==> src/rtl/i2c_pkt_pkg.sv <==
package i2c_pkt_pkg;

   localparam int HDR_W  = 32;
   localparam int ADDR_W = 10;

   // header bit positions that the bus engine contract depends on
   localparam int B_PROTO  = 4;
   localparam int B_HS     = 22;
   localparam int B_NAKC   = 21;
   localparam int B_SBYTE  = 20;
   localparam int B_RD     = 19;
   localparam int B_TEN    = 18;
   localparam int B_IE     = 17;
   localparam int B_RSTART = 16;
   localparam int B_CONT   = 15;

   typedef enum logic [1:0] {
      END_STOP   = 2'd0,
      END_RSTART = 2'd1,
      END_CONT   = 2'd2
   } end_act_e;

   typedef enum logic [1:0] {
      ST_HDR0,
      ST_HDR1,
      ST_HDR2,
      ST_RUN
   } seq_st_e;

   typedef struct packed {
      logic [ADDR_W-1:0] addr;
      logic              ten;
      logic              rd;
      logic              hs;
      logic              nak_cont;
      logic              start_byte;
      logic              irq_en;
      end_act_e          end_act;
   } xfer_cmd_t;

endpackage

==> src/rtl/i2c_pkt_hdr_fields.sv <==
module i2c_pkt_hdr_fields
   import i2c_pkt_pkg::*;
#(
   parameter int LEN_W = 12
) (
   input  logic [HDR_W-1:0] word,
   output logic             proto_ok,
   output logic [LEN_W:0]   len_bytes,
   output xfer_cmd_t        cmd
);

   initial begin : p_param_chk
      assert (LEN_W >= 1 && LEN_W < B_CONT)
         else $error("LEN_W must fit below the flag field");
   end

   logic unused_bits;
   assign unused_bits = ^word;

   always_comb begin
      proto_ok   = word[B_PROTO];
      len_bytes  = {1'b0, word[LEN_W-1:0]} + (LEN_W+1)'(1);
      cmd.ten        = word[B_TEN];
      cmd.rd         = word[B_RD];
      cmd.hs         = word[B_HS];
      cmd.nak_cont   = word[B_NAKC];
      cmd.start_byte = word[B_SBYTE];
      cmd.irq_en     = word[B_IE];
      if (word[B_TEN]) cmd.addr = word[ADDR_W-1:0];
      else             cmd.addr = ADDR_W'(word[7:1]);
      // repeated start takes priority over continue
      if (word[B_RSTART])    cmd.end_act = END_RSTART;
      else if (word[B_CONT]) cmd.end_act = END_CONT;
      else                   cmd.end_act = END_STOP;
   end

endmodule

==> src/rtl/i2c_pkt_unpack.sv <==
module i2c_pkt_unpack #(
   parameter  int WORD_W = 32,
   localparam int BYTES  = WORD_W / 8,
   localparam int CNT_W  = $clog2(BYTES + 1)
) (
   input  logic              clk,
   input  logic              rst_n,
   input  logic              load,
   input  logic [WORD_W-1:0] load_word,
   input  logic [CNT_W-1:0]  load_cnt,
   input  logic              flush,
   output logic              out_valid,
   output logic [7:0]        out_byte,
   input  logic              out_ready,
   output logic              empty
);

   localparam int IDX_W = $clog2(BYTES);

   initial begin : p_param_chk
      assert (WORD_W % 8 == 0 && BYTES >= 2 && (BYTES & (BYTES - 1)) == 0)
         else $error("WORD_W must hold a power-of-two number of bytes");
   end

   logic [WORD_W-1:0] word_q;
   logic [CNT_W-1:0]  left_q;
   logic [IDX_W-1:0]  idx_q;
   logic [7:0]        lane [BYTES];

   for (genvar g = 0; g < BYTES; g++) begin : g_lane
      assign lane[g] = word_q[8*g +: 8];
   end

   assign out_valid = (left_q != '0);
   assign empty     = (left_q == '0);
   assign out_byte  = lane[idx_q];

   always_ff @(posedge clk or negedge rst_n) begin
      if (!rst_n) begin
         word_q <= '0;
         left_q <= '0;
         idx_q  <= '0;
      end else if (flush) begin
         left_q <= '0;
      end else if (load) begin
         word_q <= load_word;
         left_q <= load_cnt;
         idx_q  <= '0;
      end else if (out_valid && out_ready) begin
         left_q <= left_q - CNT_W'(1);
         idx_q  <= idx_q + IDX_W'(1);
      end
   end

   AST_BYTE_HOLD: assert property (@(posedge clk) disable iff (!rst_n)
      out_valid && !out_ready && !flush |=> out_valid && $stable(out_byte))
      else $error("byte changed while stalled");
   AST_LOAD_EMPTY: assert property (@(posedge clk) disable iff (!rst_n)
      load && !flush |-> empty)
      else $error("word loaded over unsent bytes");

endmodule

==> src/rtl/i2c_pkt_seq.sv <==
module i2c_pkt_seq
   import i2c_pkt_pkg::*;
#(
   parameter  int LEN_W = 12,
   parameter  int BYTES = 4,
   localparam int CNT_W = $clog2(BYTES + 1)
) (
   input  logic             clk,
   input  logic             rst_n,
   input  logic             tx_valid,
   output logic             tx_ready,
   input  logic             proto_ok,
   input  logic [LEN_W:0]   len_dec,
   input  xfer_cmd_t        cmd_dec,
   output logic             cmd_valid,
   output xfer_cmd_t        cmd_q,
   output logic [LEN_W:0]   cmd_len,
   output logic             hdr_err,
   output logic             ld_en,
   output logic [CNT_W-1:0] ld_cnt,
   output logic             flush,
   input  logic             pk_empty,
   input  logic             pk_valid,
   input  logic             bus_done,
   input  logic             bus_nak
);

   localparam logic [LEN_W:0] BYTES_L = (LEN_W+1)'(BYTES);

   seq_st_e        state_q;
   logic           bad_q, drop_q, done_q, vld_q, err_q;
   logic [LEN_W:0] len_q, left_q, len_out_q;
   logic [CNT_W-1:0] take;
   logic           accept, nak_hit, fin;

   always_comb begin
      tx_ready = (state_q != ST_RUN) || ((left_q != '0) && (drop_q || pk_empty));
      accept   = tx_valid && tx_ready;
      take     = (left_q >= BYTES_L) ? CNT_W'(BYTES) : left_q[CNT_W-1:0];
      nak_hit  = (state_q == ST_RUN) && bus_nak && !bad_q && !cmd_q.rd && !cmd_q.nak_cont;
      ld_en    = accept && (state_q == ST_RUN) && !drop_q;
      ld_cnt   = take;
      flush    = nak_hit;
      fin      = (state_q == ST_RUN) && (done_q || bus_done) && (left_q == '0)
                 && (pk_empty || nak_hit);
   end

   always_ff @(posedge clk or negedge rst_n) begin
      if (!rst_n) begin
         state_q   <= ST_HDR0;
         bad_q     <= 1'b0;
         drop_q    <= 1'b0;
         done_q    <= 1'b0;
         vld_q     <= 1'b0;
         err_q     <= 1'b0;
         len_q     <= '0;
         left_q    <= '0;
         len_out_q <= '0;
         cmd_q     <= '0;
      end else begin
         vld_q <= 1'b0;
         err_q <= 1'b0;
         unique case (state_q)
            ST_HDR0: if (accept) begin
               bad_q   <= !proto_ok;
               err_q   <= !proto_ok;
               state_q <= ST_HDR1;
            end
            ST_HDR1: if (accept) begin
               len_q   <= len_dec;
               state_q <= ST_HDR2;
            end
            ST_HDR2: if (accept) begin
               state_q <= ST_RUN;
               left_q  <= cmd_dec.rd ? '0 : len_q;
               drop_q  <= bad_q;
               done_q  <= bad_q;
               if (!bad_q) begin
                  cmd_q     <= cmd_dec;
                  len_out_q <= len_q;
                  vld_q     <= 1'b1;
               end
            end
            ST_RUN: begin
               if (accept)   left_q <= left_q - (LEN_W+1)'(take);
               if (nak_hit)  drop_q <= 1'b1;
               if (bus_done) done_q <= 1'b1;
               if (fin)      state_q <= ST_HDR0;
            end
            default: state_q <= ST_HDR0;
         endcase
      end
   end

   assign cmd_valid = vld_q;
   assign cmd_len   = len_out_q;
   assign hdr_err   = err_q;

   AST_CMD_PULSE: assert property (@(posedge clk) disable iff (!rst_n)
      vld_q |=> !vld_q) else $error("command valid longer than a cycle");
   AST_LEN_RANGE: assert property (@(posedge clk) disable iff (!rst_n)
      vld_q |-> len_out_q != '0) else $error("zero length command");
   AST_READ_SILENT: assert property (@(posedge clk) disable iff (!rst_n)
      state_q == ST_RUN && cmd_q.rd && !bad_q |-> !pk_valid)
      else $error("bytes during read");
   AST_ERR_PULSE: assert property (@(posedge clk) disable iff (!rst_n)
      err_q |=> !err_q) else $error("error longer than a cycle");
   AST_DROP_SILENT: assert property (@(posedge clk) disable iff (!rst_n)
      state_q == ST_RUN && drop_q |-> !pk_valid)
      else $error("bytes while dropping");
   AST_HDR_WAIT: assert property (@(posedge clk) disable iff (!rst_n)
      state_q == ST_RUN && !done_q && !bus_done |=> state_q == ST_RUN)
      else $error("transfer ended without done");

endmodule

==> src/rtl/i2c_pkt_cmd_decoder.sv <==
module i2c_pkt_cmd_decoder
   import i2c_pkt_pkg::*;
#(
   parameter int WORD_W = 32,
   parameter int LEN_W  = 12
) (
   input  logic              clk,
   input  logic              rst_n,
   input  logic              tx_valid,
   input  logic [WORD_W-1:0] tx_word,
   output logic              tx_ready,
   output logic              cmd_valid,
   output logic [9:0]        cmd_addr,
   output logic              cmd_ten_bit,
   output logic              cmd_read,
   output logic [LEN_W:0]    cmd_len,
   output logic [1:0]        cmd_end,
   output logic              cmd_high_speed,
   output logic              cmd_nak_cont,
   output logic              cmd_start_byte,
   output logic              cmd_irq_en,
   output logic              hdr_err,
   output logic              wr_valid,
   output logic [7:0]        wr_byte,
   input  logic              wr_ready,
   input  logic              bus_done,
   input  logic              bus_nak
);

   localparam int BYTES = WORD_W / 8;
   localparam int CNT_W = $clog2(BYTES + 1);

   initial begin : p_param_chk
      assert (WORD_W == HDR_W) else $error("header layout needs 32-bit words");
   end

   logic             proto_ok;
   logic [LEN_W:0]   len_dec;
   xfer_cmd_t        cmd_dec, cmd_q;
   logic             ld_en, flush, pk_empty;
   logic [CNT_W-1:0] ld_cnt;

   i2c_pkt_hdr_fields #(.LEN_W(LEN_W)) i_fields (
      .word      (tx_word),
      .proto_ok  (proto_ok),
      .len_bytes (len_dec),
      .cmd       (cmd_dec)
   );

   i2c_pkt_seq #(.LEN_W(LEN_W), .BYTES(BYTES)) i_seq (
      .clk       (clk),
      .rst_n     (rst_n),
      .tx_valid  (tx_valid),
      .tx_ready  (tx_ready),
      .proto_ok  (proto_ok),
      .len_dec   (len_dec),
      .cmd_dec   (cmd_dec),
      .cmd_valid (cmd_valid),
      .cmd_q     (cmd_q),
      .cmd_len   (cmd_len),
      .hdr_err   (hdr_err),
      .ld_en     (ld_en),
      .ld_cnt    (ld_cnt),
      .flush     (flush),
      .pk_empty  (pk_empty),
      .pk_valid  (wr_valid),
      .bus_done  (bus_done),
      .bus_nak   (bus_nak)
   );

   i2c_pkt_unpack #(.WORD_W(WORD_W)) i_unpack (
      .clk       (clk),
      .rst_n     (rst_n),
      .load      (ld_en),
      .load_word (tx_word),
      .load_cnt  (ld_cnt),
      .flush     (flush),
      .out_valid (wr_valid),
      .out_byte  (wr_byte),
      .out_ready (wr_ready),
      .empty     (pk_empty)
   );

   assign cmd_addr       = cmd_q.addr;
   assign cmd_ten_bit    = cmd_q.ten;
   assign cmd_read       = cmd_q.rd;
   assign cmd_end        = cmd_q.end_act;
   assign cmd_high_speed = cmd_q.hs;
   assign cmd_nak_cont   = cmd_q.nak_cont;
   assign cmd_start_byte = cmd_q.start_byte;
   assign cmd_irq_en     = cmd_q.irq_en;

endmodule

==> config.mk <==
export PLATFORM = sky130hd
export DESIGN_NAME = i2c_pkt_cmd_decoder
export DESIGN_NICKNAME = d
export VERILOG_FILES = /design/src/rtl/i2c_pkt_pkg.sv /design/src/rtl/i2c_pkt_hdr_fields.sv /design/src/rtl/i2c_pkt_unpack.sv /design/src/rtl/i2c_pkt_seq.sv /design/src/rtl/i2c_pkt_cmd_decoder.sv
export SDC_FILE = /design/constraint.sdc
export NUM_CORES = 1
export LEC_CHECK = 0
export ABC_AREA = 1
export BUFFER_PORTS_ARGS = -buffer_cell sky130_fd_sc_hd__buf_2
export CAP_MARGIN = 15
export CORE_MARGIN = 8
export CORE_UTILIZATION = 30
export DETAILED_ROUTE_END_ITERATION = 7
export PLACE_DENSITY_LB_ADDON = 0.2
export SLEW_MARGIN = 20
export SYNTH_ARGS = -nofsm -noshare
export SYNTH_HDL_FRONTEND = slang
export SYNTH_HIERARCHICAL = 1
export SYNTH_SLANG_ARGS = --single-unit
==> constraint.sdc <==
create_clock -name clk -period 2 [get_ports clk]
set_input_delay 0 -clock clk [delete_from_list [all_inputs] [get_ports clk]]
set_output_delay 0 -clock clk [all_outputs]
set_load 0.05 [all_outputs]
==> impl_metrics.env <==
export IMPL_p_comb_share_pct=51.7
export IMPL_crit_top_cell="nand2_4"
export IMPL_row_count=49
export IMPL_yosysWarnings=6
export IMPL_antenna_found_initial=0
export IMPL_htree_levels=3
export IMPL_grt_pass1_wl_mm=25.34
export IMPL_post_drt_wl_per_cell_um=14.89
export IMPL_clk_latency_ps=360
export IMPL_cp_cell_sequence="inv_1, ha_2, nand2_4, inv_1, or2_4, nand2_4, nand2_8, nand2_4, inv_6, buf_4, nand2_8, clkbuf_16, nor2_1, a21oi_1"
export IMPL_status="completed"
export IMPL_finalWorstSetupSlack_ps=137.2
export IMPL_via_count=4850
export IMPL_num_io_pins=81
export IMPL_die_area_um2=22700
export IMPL_tightestPinTransition_ps=611.5
export IMPL_place_hpwl_mm=11.41
export IMPL_die_w_um=150.7
export IMPL_p_leak_nw=3.631
export IMPL_drtIter0Drc=324
export IMPL_ff2ff_path_depth=14
export IMPL_fin_tns_setup_ps=0
export IMPL_dp_worst_setup_slack_ps=3.159
export IMPL_layout_nets=881
export IMPL_syn_area_um2=5441
export IMPL_synth_nets=770
export IMPL_r2r_end="i_seq/len_q[3]"
export IMPL_crit_family="simple AND/OR/NAND/NOR gates"
export IMPL_max_vdd_ir_drop_uv=928.7
export IMPL_rsz0062_at_grt="no"
export IMPL_net_switching_power_mw=5.518
export IMPL_fin_total_pwr_mw=11.23
export IMPL_drive_gt1_share_pct=20.64
export IMPL_slew_headroom_pct=59.05
export IMPL_crit_type="reg2reg"
export IMPL_max_stage_delay_ps=360
export IMPL_start_kind="register"
export IMPL_swShare_pct=49.15
export IMPL_cp_slowest_cell="dfrtp_1"
export IMPL_avgSynthCellArea_um2=7.537
export IMPL_fmax_ghz=0.5368
export IMPL_final_max_slew_violation_count=0
export IMPL_place_congestion=0.8292
export IMPL_coreArea_um2=17900
export IMPL_path_max_fanout=8
export IMPL_port_buffer_count=80
export IMPL_track_usage_pct=14.31
export IMPL_die_h_um=150.7
export IMPL_vias_per_cell=4.545
export IMPL_area_growth_syn_to_layout_pct=26.21
export IMPL_p_clk_share_pct=16.4
export IMPL_arrival_ps=2140
export IMPL_timing_final_crit_share_pct=93.14
export IMPL_cp_depth=14
export IMPL_powerDensity_nw_per_um2=1635
export IMPL_reg2reg_slack_ps=140
export IMPL_cts_made_buffers=9
export IMPL_hold_path_class="in2reg"
export IMPL_cts_num_sinks=101
export IMPL_route_detailed_drc=0
export IMPL_num_antenna_cells=0
export IMPL_cts_tree="built"
export IMPL_routed_wl_mm=15.89
export IMPL_hold_viol=0
export IMPL_final_common_cell="nand2_1"
export IMPL_crit_path_end="i_seq/len_q[3]"
export IMPL_r2r_start="i_unpack/left_q[0]"
export IMPL_crit_start="i_unpack/left_q[0]"
export IMPL_clockBufferDepth=2
export IMPL_final_cell_mix="nand2_1 (268), dfrtp_1 (101), buf_2 (79)"
export IMPL_drv_cap=0
export IMPL_gr_total_overflow=0
export IMPL_syn_inst=722
export IMPL_period_needed_ps=1863
export IMPL_setup_viol=0
export IMPL_skew_ps=11.81
export IMPL_ys_ff_latch=101
export IMPL_start_util_pct=30.40
export IMPL_grt_max_degree=43
export IMPL_yosysSeqAreaShare_pct=46.45
export IMPL_grt_pass1_vias=4795
export IMPL_p_int_mw=5.710
export IMPL_crit_required_ps=2280
export IMPL_cts_clk_slew_worst_paths_ps=70
export IMPL_endpoint_kind="register"
export IMPL_first_pass_iters=5
export IMPL_crit_buf_inv=5
export IMPL_power_frac_seq_pct=31.9
export IMPL_yosysUniqueCellTypes=34
export IMPL_clockRootBuffer="clkbuf_16"
export IMPL_cts_setup_buffers=0
export IMPL_drtAntennaViolNets=0
[power groups by stage]
stage	clock (mW)	sequential (mW)	combinational, mW
2_1_floorplan	0	4.39	3.37
3_3_place_gp	0	3.63	5.68
3_5_place_dp	0	3.61	5.70
4_1_cts	1.90	3.59	5.76
5_1_grt	1.96	3.72	6.42
6_report	1.84	3.59	5.80
[registers in the layout, summed over array words and instances, names as in the netlist]
register         count
i_seq/cmd_valid      1
i_seq/left_q        13
i_unpack/idx_q       2
i_seq/len_q         13
i_seq/cmd_q         18
i_seq/bad_q          1
i_seq/hdr_err        1
i_seq/done_q         1
i_seq/state_q        2
i_unpack/left_q      3
i_seq/cmd_len       13
i_seq/drop_q         1
i_unpack/word_q     32
[cells in the mapped netlist, drive strengths merged]
master  instances  area share [%]
a21oi          16             1.5
buf            28             3.9
clkbuf          8            0.57
conb            2            0.14
dfrtp         101              46
ha             10             2.3
inv            56             4.0
nand2         297              22
nand3          60             5.8
nand3b          1            0.14
nand4           6            0.69
nor2           73             5.6
nor4            1            0.12
o211ai          1            0.14
o21ai          37             3.4
o21bai          1            0.14
o22ai          12             1.4
o31ai           4            0.55
or2             2            0.23
xnor2           1            0.16
xor2            5            0.80
[worst min-delay path, delay by kind of cell]
kind / cells / cell delay [ps]
buffers and inverters: 1 / 100
AO/OA/AOI/OAI: 1 / 60
AND/OR/NAND/NOR: 3 / 190
[how the worst min path moves through the flow]
stage	from	endpoint	depth (start not counted)	slack, ps
global route	wr_ready	i_unpack/left_q[1]	5	90
global placement	rst_n	i_seq/cmd_q[12]	1	-50
finish	bus_done	i_seq/done_q	5	40
CTS	bus_done	i_seq/done_q	5	30
detailed placement	rst_n	i_seq/cmd_q[12]	1	-50
floorplan	rst_n	i_seq/bad_q	0	-300
[layout make-up]
cell class | count | area [µm²]
Inverter | 56 | 217.7
Sequential cell | 101 | 2527
Clock inverter | 6 | 68.82
Multi-Input combinational cell | 529 | 2515
Tap cell | 229 | 286.5
Clock buffer | 10 | 239.0
Fill cell | 1908 | 11030
Timing Repair Buffer | 136 | 1013
[per-layer routing]
layer  GRT usage [%]  routed length, µm  up-vias
met5               0                  0        -
met3           3.006                672       13
met2           22.85               7196       87
met1           19.27               7830     2262
met4           3.810                189        0
li1                -                  -     2488
[kinds of logic (layout without fill, tap and decap cells)]
group	after synthesis	count (layout)	share of synthesized area, %
AO/OA/AOI/OAI	71	71	7.151
buffers and inverters	92	208	8.439
XOR/XNOR	6	6	0.9657
adder cells (fa/ha/maj)	10	10	2.299
flip-flops	101	101	46.45
other	2	2	0.1380
AND/OR/NAND/NOR	440	440	34.56
[per-stage QoR]
stage | cell area, µm² | cells | hold slack, ps | util, %
6_report | 6868 | 1067 | 44.22 | 38.36
5_1_grt | 6868 | 1067 | 86.12 | 38.36
4_1_cts | 6789 | 1065 | 34.48 | 37.92
3_5_place_dp | 6158 | 1017 | -52.95 | 34.40
3_3_place_gp | 6158 | 1017 | -50.47 | 34.40
2_1_floorplan | 5473 | 722 | -295.6 | -
[what timing repair did]
| item | CTS | global route |
|---|---|---|
| resized for setup | 1 | 6 |
| endpoints found under the hold margin | 141 | 0 |
| hold buffers | 32 | 0 |
| endpoints found under the setup margin | 1 | 47 |
| gates cloned | 0 | 2 |
Note: power is estimated with default switching activity, not from simulation.
